File: src/rtl/mvf_pkg.sv
package mvf_pkg;

    typedef enum logic [2:0] {
        ST_IDLE = 3'd0,
        ST_REQ  = 3'd1,
        ST_WAIT = 3'd2,
        ST_SCAN = 3'd3,
        ST_FIN  = 3'd4
    } mvf_state_e;

endpackage

File: src/rtl/mvf_hist_table.sv
module mvf_hist_table #(
    parameter int DATA_W = 32,
    parameter int DEPTH  = 100,
    parameter int LEN_W  = $clog2(DEPTH + 1),
    parameter int CNT_W  = $clog2(DEPTH + 1)
) (
    input  logic              clk,
    input  logic              rst_n,
    input  logic              clear_i,
    input  logic [LEN_W-1:0]  probe_idx_i,
    output logic [DATA_W-1:0] probe_val_o,
    output logic [CNT_W-1:0]  probe_cnt_o,
    input  logic              wr_en_i,
    input  logic              append_i,
    input  logic [LEN_W-1:0]  wr_idx_i,
    input  logic [DATA_W-1:0] wr_val_i,
    input  logic [CNT_W-1:0]  wr_cnt_i,
    output logic [LEN_W-1:0]  fill_o
);
    localparam int IDX_W = (DEPTH > 1) ? $clog2(DEPTH) : 1;

    logic [DATA_W-1:0] val_mem [DEPTH];
    logic [CNT_W-1:0]  cnt_mem [DEPTH];
    logic [LEN_W-1:0]  fill_d, fill_q;
    logic [IDX_W-1:0]  probe_idx, wr_idx;

    assign probe_idx   = probe_idx_i[IDX_W-1:0];
    assign wr_idx      = wr_idx_i[IDX_W-1:0];
    assign probe_val_o = val_mem[probe_idx];
    assign probe_cnt_o = cnt_mem[probe_idx];
    assign fill_o      = fill_q;

    always_comb begin
        fill_d = fill_q;
        if (clear_i) begin
            fill_d = '0;
        end else if (wr_en_i && append_i) begin
            fill_d = fill_q + 1'b1;
        end
    end

    always_ff @(posedge clk or negedge rst_n) begin
        if (!rst_n) begin
            fill_q <= '0;
        end else begin
            fill_q <= fill_d;
        end
    end

    always_ff @(posedge clk) begin
        if (wr_en_i) begin
            val_mem[wr_idx] <= wr_val_i;
            cnt_mem[wr_idx] <= wr_cnt_i;
        end
    end

    AST_FILL_LIMIT: assert property (@(posedge clk) disable iff (!rst_n)
        fill_q <= LEN_W'(DEPTH));
    AST_FILL_CLEAR: assert property (@(posedge clk) disable iff (!rst_n)
        clear_i |=> (fill_q == '0));

endmodule

File: src/rtl/mvf_max_track.sv
module mvf_max_track #(
    parameter int DATA_W = 32,
    parameter int CNT_W  = 7
) (
    input  logic              clk,
    input  logic              rst_n,
    input  logic              clear_i,
    input  logic              upd_i,
    input  logic [CNT_W-1:0]  upd_cnt_i,
    input  logic [DATA_W-1:0] upd_val_i,
    output logic [CNT_W-1:0]  best_cnt_nxt_o,
    output logic [DATA_W-1:0] best_val_nxt_o
);
    typedef struct packed {
        logic [CNT_W-1:0]  cnt;
        logic [DATA_W-1:0] val;
    } best_t;

    best_t best_d, best_q;

    always_comb begin
        best_d = best_q;
        if (clear_i) begin
            best_d = '0;
        end else if (upd_i && (upd_cnt_i > best_q.cnt)) begin
            best_d.cnt = upd_cnt_i;
            best_d.val = upd_val_i;
        end
    end

    always_ff @(posedge clk or negedge rst_n) begin
        if (!rst_n) begin
            best_q <= '0;
        end else begin
            best_q <= best_d;
        end
    end

    assign best_cnt_nxt_o = best_d.cnt;
    assign best_val_nxt_o = best_d.val;

    AST_BEST_MONOTONIC: assert property (@(posedge clk) disable iff (!rst_n)
        !clear_i |=> (best_q.cnt >= $past(best_q.cnt)));

endmodule

File: src/rtl/majority_read_filter.sv
module majority_read_filter
    import mvf_pkg::*;
#(
    parameter int DATA_W  = 32,
    parameter int SAMPLES = 100
) (
    input  logic              clk,
    input  logic              rst_n,
    input  logic              start_i,
    output logic              rd_req_o,
    input  logic              rd_ack_i,
    input  logic [DATA_W-1:0] rd_data_i,
    output logic              busy_o,
    output logic              done_o,
    output logic [DATA_W-1:0] result_o
);
    localparam int LEN_W = $clog2(SAMPLES + 1);
    localparam int CNT_W = $clog2(SAMPLES + 1);
    localparam int HALF  = SAMPLES / 2;

    typedef struct packed {
        mvf_state_e        state;
        logic [DATA_W-1:0] sample;
        logic [LEN_W-1:0]  scan;
        logic [CNT_W-1:0]  taken;
        logic [DATA_W-1:0] result;
    } ctl_t;

    ctl_t ctl_d, ctl_q;

    logic              tbl_clear;
    logic              tbl_wr_en;
    logic              tbl_append;
    logic [CNT_W-1:0]  tbl_wr_cnt;
    logic [DATA_W-1:0] probe_val;
    logic [CNT_W-1:0]  probe_cnt;
    logic [LEN_W-1:0]  fill;
    logic [CNT_W-1:0]  best_cnt_nxt;
    logic [DATA_W-1:0] best_val_nxt;
    logic              at_empty;
    logic              at_match;

    mvf_hist_table #(
        .DATA_W (DATA_W),
        .DEPTH  (SAMPLES),
        .LEN_W  (LEN_W),
        .CNT_W  (CNT_W)
    ) u_table (
        .clk         (clk),
        .rst_n       (rst_n),
        .clear_i     (tbl_clear),
        .probe_idx_i (ctl_q.scan),
        .probe_val_o (probe_val),
        .probe_cnt_o (probe_cnt),
        .wr_en_i     (tbl_wr_en),
        .append_i    (tbl_append),
        .wr_idx_i    (ctl_q.scan),
        .wr_val_i    (ctl_q.sample),
        .wr_cnt_i    (tbl_wr_cnt),
        .fill_o      (fill)
    );

    mvf_max_track #(
        .DATA_W (DATA_W),
        .CNT_W  (CNT_W)
    ) u_track (
        .clk            (clk),
        .rst_n          (rst_n),
        .clear_i        (tbl_clear),
        .upd_i          (tbl_wr_en),
        .upd_cnt_i      (tbl_wr_cnt),
        .upd_val_i      (ctl_q.sample),
        .best_cnt_nxt_o (best_cnt_nxt),
        .best_val_nxt_o (best_val_nxt)
    );

    assign at_empty = (ctl_q.scan == fill);
    assign at_match = !at_empty && (probe_val == ctl_q.sample);

    always_comb begin
        ctl_d      = ctl_q;
        tbl_clear  = 1'b0;
        tbl_wr_en  = 1'b0;
        tbl_append = 1'b0;
        tbl_wr_cnt = '0;
        case (ctl_q.state)
            ST_IDLE: begin
                if (start_i) begin
                    tbl_clear   = 1'b1;
                    ctl_d.scan  = '0;
                    ctl_d.taken = '0;
                    ctl_d.state = ST_REQ;
                end
            end
            ST_REQ: begin
                ctl_d.state = ST_WAIT;
            end
            ST_WAIT: begin
                if (rd_ack_i) begin
                    ctl_d.sample = rd_data_i;
                    ctl_d.scan   = '0;
                    ctl_d.state  = ST_SCAN;
                end
            end
            ST_SCAN: begin
                if (at_empty || at_match) begin
                    tbl_wr_en   = 1'b1;
                    tbl_append  = at_empty;
                    tbl_wr_cnt  = at_empty ? CNT_W'(1) : probe_cnt + 1'b1;
                    ctl_d.taken = ctl_q.taken + 1'b1;
                    if ((best_cnt_nxt > CNT_W'(HALF)) ||
                        (ctl_q.taken == CNT_W'(SAMPLES - 1))) begin
                        ctl_d.result = best_val_nxt;
                        ctl_d.state  = ST_FIN;
                    end else begin
                        ctl_d.state = ST_REQ;
                    end
                end else begin
                    ctl_d.scan = ctl_q.scan + 1'b1;
                end
            end
            ST_FIN: begin
                ctl_d.state = ST_IDLE;
            end
            default: begin
                ctl_d.state = ST_IDLE;
            end
        endcase
    end

    always_ff @(posedge clk or negedge rst_n) begin
        if (!rst_n) begin
            ctl_q <= '{state: ST_IDLE, default: '0};
        end else begin
            ctl_q <= ctl_d;
        end
    end

    assign rd_req_o = (ctl_q.state == ST_REQ);
    assign busy_o   = (ctl_q.state != ST_IDLE);
    assign done_o   = (ctl_q.state == ST_FIN);
    assign result_o = ctl_q.result;

    AST_REQ_SINGLE: assert property (@(posedge clk) disable iff (!rst_n)
        rd_req_o |=> !rd_req_o);
    AST_REQ_BUSY: assert property (@(posedge clk) disable iff (!rst_n)
        rd_req_o |-> busy_o);
    AST_DONE_PULSE: assert property (@(posedge clk) disable iff (!rst_n)
        done_o |=> (!done_o && !busy_o));
    AST_START_IGNORED: assert property (@(posedge clk) disable iff (!rst_n)
        (busy_o && !done_o && start_i) |=> busy_o);
    AST_SAMPLE_LIMIT: assert property (@(posedge clk) disable iff (!rst_n)
        ctl_q.taken <= CNT_W'(SAMPLES));

endmodule

File: config.mk
export PLATFORM = sky130hd
export DESIGN_NAME = majority_read_filter
export DESIGN_NICKNAME = d
export VERILOG_FILES = /design/src/rtl/mvf_pkg.sv /design/src/rtl/mvf_hist_table.sv /design/src/rtl/mvf_max_track.sv /design/src/rtl/majority_read_filter.sv
export SDC_FILE = /design/constraint.sdc
export NUM_CORES = 2
export LEC_CHECK = 0
export BUFFER_PORTS_ARGS = -buffer_cell sky130_fd_sc_hd__clkbuf_2
export CORE_ASPECT_RATIO = 1.1
export CORE_MARGIN = 2
export CORE_UTILIZATION = 50
export CTS_CLUSTER_SIZE = 25
export DETAILED_ROUTE_END_ITERATION = 7
export PLACE_DENSITY = 0.61
export SYNTH_ARGS = -nofsm -noshare
export SYNTH_HDL_FRONTEND = slang
export SYNTH_SLANG_ARGS = --single-unit
File: constraint.sdc
create_clock -name clk -period 12 [get_ports clk]
set_input_delay 2.4 -clock clk [delete_from_list [all_inputs] [get_ports clk]]
set_output_delay 2.4 -clock clk [all_outputs]
set_load 0.02 [all_outputs]
**Word level (Yosys, flattened, before mapping)**

Memory sizes are Yosys's and may differ from the RTL's.
Index checks and enable logic that the tools add are counted.

- Bits in registers: 127
- RAM bits: 3900
- Input bits: 36
- Output and inout port bits: 35
- Memories: 2

Memories:

| name | words | width | read ports | clocked after memory_dff | wr ports | line | RTL |
|---|---|---|---|---|---|---|---|
| u_table.val_mem | 100 | 32 | 1 | 0 | 1 | mvf_hist_table.sv:22 | `logic [DATA_W-1:0] val_mem [DEPTH];` |
| u_table.cnt_mem | 100 | 7 | 1 | 0 | 1 | mvf_hist_table.sv:23 | `logic [CNT_W-1:0] cnt_mem [DEPTH];` |

- Add/subtract/negate cells: 4
- $lt $le $gt $ge: 2
- Equal/unequal tests: 11
- Muxes and demuxes: 26
- Reduce and logical (&&, ||, !) cells: 16

Operators by type and width:

| kind | count |
|---|---|
| two-way mux 39 bit | 3 |
| two-way mux 42 bit | 1 |
| two-way mux 7 bit | 6 |
| equality test 32 bit | 1 |
| two-way mux 32 bit | 1 |
| adder 7 x 1 -> 7 bit (second input constant) | 4 |
| one-hot mux 7 bit (3 select lines) | 1 |
| two-way mux 14 bit | 1 |
| one-hot mux 7 bit (2 select lines) | 1 |
| one-hot mux 3 bit (4 select lines) | 1 |
| two-way mux 3 bit | 3 |
| AND reduction 3 bit | 3 |
| two-way mux 1 bit | 8 |
| != test 2 bit (second input constant) | 4 |
| equality test 7 bit | 1 |
| equality test 7 bit (second input constant) | 1 |
| greater-than comparator 7 x 6 -> 1 bit (second input constant) | 1 |
| greater-than comparator 7 bit | 1 |
| equality test 3 x 2 -> 1 bit (second input constant) | 2 |
| nonzero test 3 bit | 2 |
| AND reduction 4 bit | 1 |
| nonzero test 2 bit | 2 |
| equality test 3 x 1 -> 1 bit (second input constant) | 1 |
| equality test 3 bit (second input constant) | 1 |
| 5 further kinds | 8 |

**Logic depth before layout (Yosys ltp)**

- Word-level depth: 15
- Depth in mapped cells: 33
- Depth with buffers taken out: 23

**By module**

Synthesis repeated with hierarchy kept, for this count alone.

- Cells, all modules: 7083
- Area total of the unflattened synthesis: 155821.9 µm²

Modules (own cells, without submodules):

| module | times used | cells an instance | area an instance (µm²) |
|---|---|---|---|
| mvf_hist_table | 1 | 6539 | 149372.0 |
| majority_read_filter | 1 | 351 | 4346.7 |
| mvf_max_track | 1 | 193 | 2103.3 |

**Worst setup path after synthesis**

No wires, ideal clock.

- Kind: flip-flop to flip-flop
- From: register ctl_q[39] in the netlist's numbering
- To: register ctl_q (netlist bit result_o[14])
- Setup time: 136 ps
- Data arrival time: 9975 ps
- Data required time: 11864 ps
- Slack: 1890 ps
- Cell stages (with the launch flop): 28
- Cell sequence: dfrtp_1 -> buf_4 -> buf_4 -> buf_4 -> buf_2 -> buf_2 -> mux4_2 -> a221oi_1 -> nand4_1 -> xor2_1 -> nor4_1 -> nand4_2 -> or2_1 -> buf_4 -> o21a_1 -> nor3_1 -> ha_1 -> nand3_1 -> nor2_1 -> a211oi_1 -> nor3_1 -> inv_1 -> nor3_1 -> mux2_2 -> a31o_1 -> buf_6 -> buf_8 -> mux2i_1

- Word-level cells in the longest chain between the ends: 13
- Elaborated cells on any way between the ends: 20
- Those cells by class: add/sub (1); order compare (2); eq/ne (2); mux (7); reduce/logical (6); memory (2)

RTL lines:

| what | line | RTL |
|---|---|---|
| start: declaration | majority_read_filter.sv:29 | `ctl_t ctl_d, ctl_q;` |
| start signal: assignment | majority_read_filter.sv:135 | `ctl_q <= ctl_d;` |
| parallel branches: the longest is 4 deep, another holds memory read (100 x 7 bit) | - |  |
| two-way mux 7 bit * | majority_read_filter.sv:106 | `if (at_empty \|\| at_match) begin` |
| two-way mux 7 bit * | majority_read_filter.sv:86 | `case (ctl_q.state)` |
| named net tbl_wr_cnt[6] | majority_read_filter.sv:34 | `logic [CNT_W-1:0] tbl_wr_cnt;` |
| greater-than comparator 7 bit | mvf_max_track.sv:25 | `end else if (upd_i && (upd_cnt_i > best_q.cnt)) begin` |
| logical AND 1 bit | mvf_max_track.sv:25 |  |
| two-way mux 39 bit * | mvf_max_track.sv:25 |  |
| two-way mux 39 bit * | mvf_max_track.sv:23 | `if (clear_i) begin` |
| greater-than comparator 7 x 6 -> 1 bit | majority_read_filter.sv:111 | `if ((best_cnt_nxt > CNT_W'(HALF)) \|\|` |
| logical OR 1 bit | majority_read_filter.sv:111 |  |
| AND reduction 3 bit (no line) | - |  |

Mark *: on every way through the listed nets, which the timed path passes.
A chain may end at the register's enable or synchronous reset.

**Worst setup path in the final report**

- From: register ctl_q[43] in the netlist's numbering
- To: register ctl_q (netlist bit result_o[29])

The elaborated chain is that of the path after synthesis.

==> qor.yml <==
synth_ff_type: "edfxtp_1"
critPathKind: "reg2reg"
row_count: 214
ys_ff_latch: 4027
htree_levels: 5
drive_above_1_share_pct: 26.7
achievable-frequency_mhz: 88.9
final_hold_viol_count: 0
required_ns: 12.82
final_antenna_net_count: 0
synth.top_cells.by_count: "edfxtp_1, mux4_2, mux2i_1"
layout.nets: 7694
routabilityCongestion: 1.05
io_pins: 71
drt-wirelength-per-cell_um: 39.9
vias: 81500
synth-edff-count: 3900
route.detailed.drc: 0
p_per_area_nw_per_um2: 237
die_h_um: 590
layout_min_cycle_time_ns: 11.24
clkPwrFrac_pct: 30.1
vias_per_cell: 6.73
worst_slew_pin_slew_ns: 1.54
worst_slack_ns: 0.755
violations: "capacitance limit, slew limit"
async_flop_share_pct: 3.15
finish.utilization_pct: 56.8
die_area_um2: 316000
netlist_area_um2: 156000
final.setup.tns_ns: 0
hp-class: "reg2reg"
grt_pass1_vias: 78900
cts_tree: "yes"
numClockSinks: 4027
synth.most_common_cell: "edfxtp_1"
coreArea_um2: 310000
skew_ns: 0.0830
dr.pass1.iters: 7
internal-power_mw: 27.9
status: "finished, violations left"
p_leak_nw: 57.2
synthTopCellsByArea: "edfxtp_1, mux4_2, dfrtp_1"
netlist_instances: 7300
avgSynthCellArea_um2: 21.3
max-cap-violations: 2
top_usage_layer: "met2"
yosysUniqueCellTypes: 91
hpwl_um: 287000
power_frac_comb_pct: 26.8
grtUsageTotal_pct: 30.4
met2_usage_pct: 47.2
area_growth_pct: 12.7
netSwitchingFraction_pct: 32.9
grt-ovfl-total: 0
hold_ws_ns: 0.520
ctsHoldBuffers: 0
n_fill_cell: 23000
clkTransAtPathRegs_ns: 0.07
crit_path_start_kind: "register"
worstSetupEndpointType: "register"
ff2ff_setup_slack_ns: 0.76
synth_nets: 7347
totalWireLength_um: 483000
post_cts_buffers: 0
period_share_pct: 93.7
grt_util_met3_pct: 7.77
peakVddDrop_mv: 0.159
slew_headroom_pct: -3.55
grt_start_max_net_pins: 106
grt_pass1_wl_um: 659000
clock_latency_ns: 0.99
synth_seq_area_share_pct: 77.2
place_ws_ns: 1.10
antenna_found_initial: 42
total_power_mw: 41.6
synth_top_cell_area_share_pct: 75.2
initialDrtViolationCount: 13100
cts-resized-gates: 0
fp.dieW_um: 536
io_buffers: 70
rsz0062_at_grt: "false"
root_buffer: "clkbuf_16"
cts_buffers: 398
cts.path.max_buffers: 4
seqPwrFrac_pct: 43.0
p_switching_mw: 13.7
synth_top_cell_by_area: "edfxtp_1"
cp_max_fo: 39
setup_viol: 0
initial_core_util_pct: 50.3
ys_warn_count: 0
maxSlewViolCount: 3
arrival_ns: 12.06
grtUsageMet1_pct: 41.0
==> power groups by stage <==
stage	Sequential, mW	Clock, mW	Combinational (mW)
final	17.9	12.5	11.2
after floorplan	18.1	0	6.08
after global placement	18.1	0	10.8
after detailed placement	18.2	0	10.9
after global routing	17.9	13.2	11.4
after CTS	17.9	12.6	11.0
==> layout by cell type (no fill, tap or decap), drive strengths merged, types with 27 or more instances in the layout <==
cell type and instances:
nand3 52, diode 27, edfxtp 3900, o22ai 88, buf 329, mux2 77, clkinv 180, dfrtp 127
bufinv 41, a31oi 28, mux4 873, nand2 222, a22oi 170, clkbuf 554, a221oi 72, nor2 237
a21oi 108, inv 65, o21ai 74, mux2i 270
==> path summary, 6_finish.rpt <==
path                                          end  depth (start not counted)         startpoint
worst min-delay path            u_track.best_q[2]                          2  u_track.best_q[2]
worst min register to register  u_track.best_q[2]                          2  u_track.best_q[2]
worst max-delay path                 result_o[29]                         21          ctl_q[43]
max in group asynchronous               ctl_q[54]                          2              rst_n
worst max register to register       result_o[29]                         21          ctl_q[43]
min in group asynchronous            result_o[31]                          1              rst_n
==> per-layer routing <==
| layer | part of all wire [%] | vias up |
|---|---|---|
| met3 | 11 | 973 |
| met2 | 47 | 5076 |
| li1 | - | 31400 |
| met5 | 0.024 | - |
| met4 | 5.1 | 18 |
| met1 | 37 | 44100 |
==> cells by family after synthesis <==
kind of cell,count (synthesis),synth area share (%)
buffers and inverters,507,1.82
adder cells (fa/ha/maj),11,0.0883
flip-flops,4027,77.2
AND/OR/NAND/NOR,740,2.27
AO/OA/AOI/OAI,761,3.49
XOR/XNOR,34,0.191
multiplexers,1220,15.0
==> registers in the layout, summed over array words and instances, names as in the netlist <==
| signal | cells |
|---|---|
| u_table.val_mem | 3200 |
| ctl_q | 49 |
| result_o | 32 |
| u_track.best_q | 39 |
| u_table.cnt_mem | 700 |
| u_table.fill_o | 7 |
==> final cells by class <==
cell class,instances,area (um^2),share of cell area (%)
flip-flops and latches,4027,120000,68.6
repair buffers,399,3120,1.78
clock buffers,484,10600,6.02
inverters,55,219,0.125
well taps,4104,5130,2.92
clock inverters,246,2470,1.41
diodes,27,67.6,0.0385
multi-input cells,2766,33700,19.2
==> critical path, stage by stage (launching register included) <==
cell and delay [ns]:
dfrtp_4 0.73, buf_4 0.35, inv_6 0.45, buf_4 0.71
mux4_2 0.66, a22oi_1 0.92, nand3_1 0.31, a21oi_1 0.20
o211ai_1 0.12, nor4_1 1.19, nand4_1 0.80, o31ai_4 0.97
nand2_1 0.31, nor2_4 0.67, ha_1 0.36, a21o_1 0.16
a211oi_1 0.23, nor3_1 0.11, inv_1 0.23, a21o_2 0.96
mux2i_1 0.35, mux2i_1 0.13
==> metrics by stage <==
stage | cell area (um^2) | cells
finish | 176000 | 12100
global route | 176000 | 12100
CTS | 176000 | 12100
detailed placement | 163000 | 11400
global placement | 163000 | 11300
floorplan | 156000 | 7300
Power figures use the tool's default switching activity.
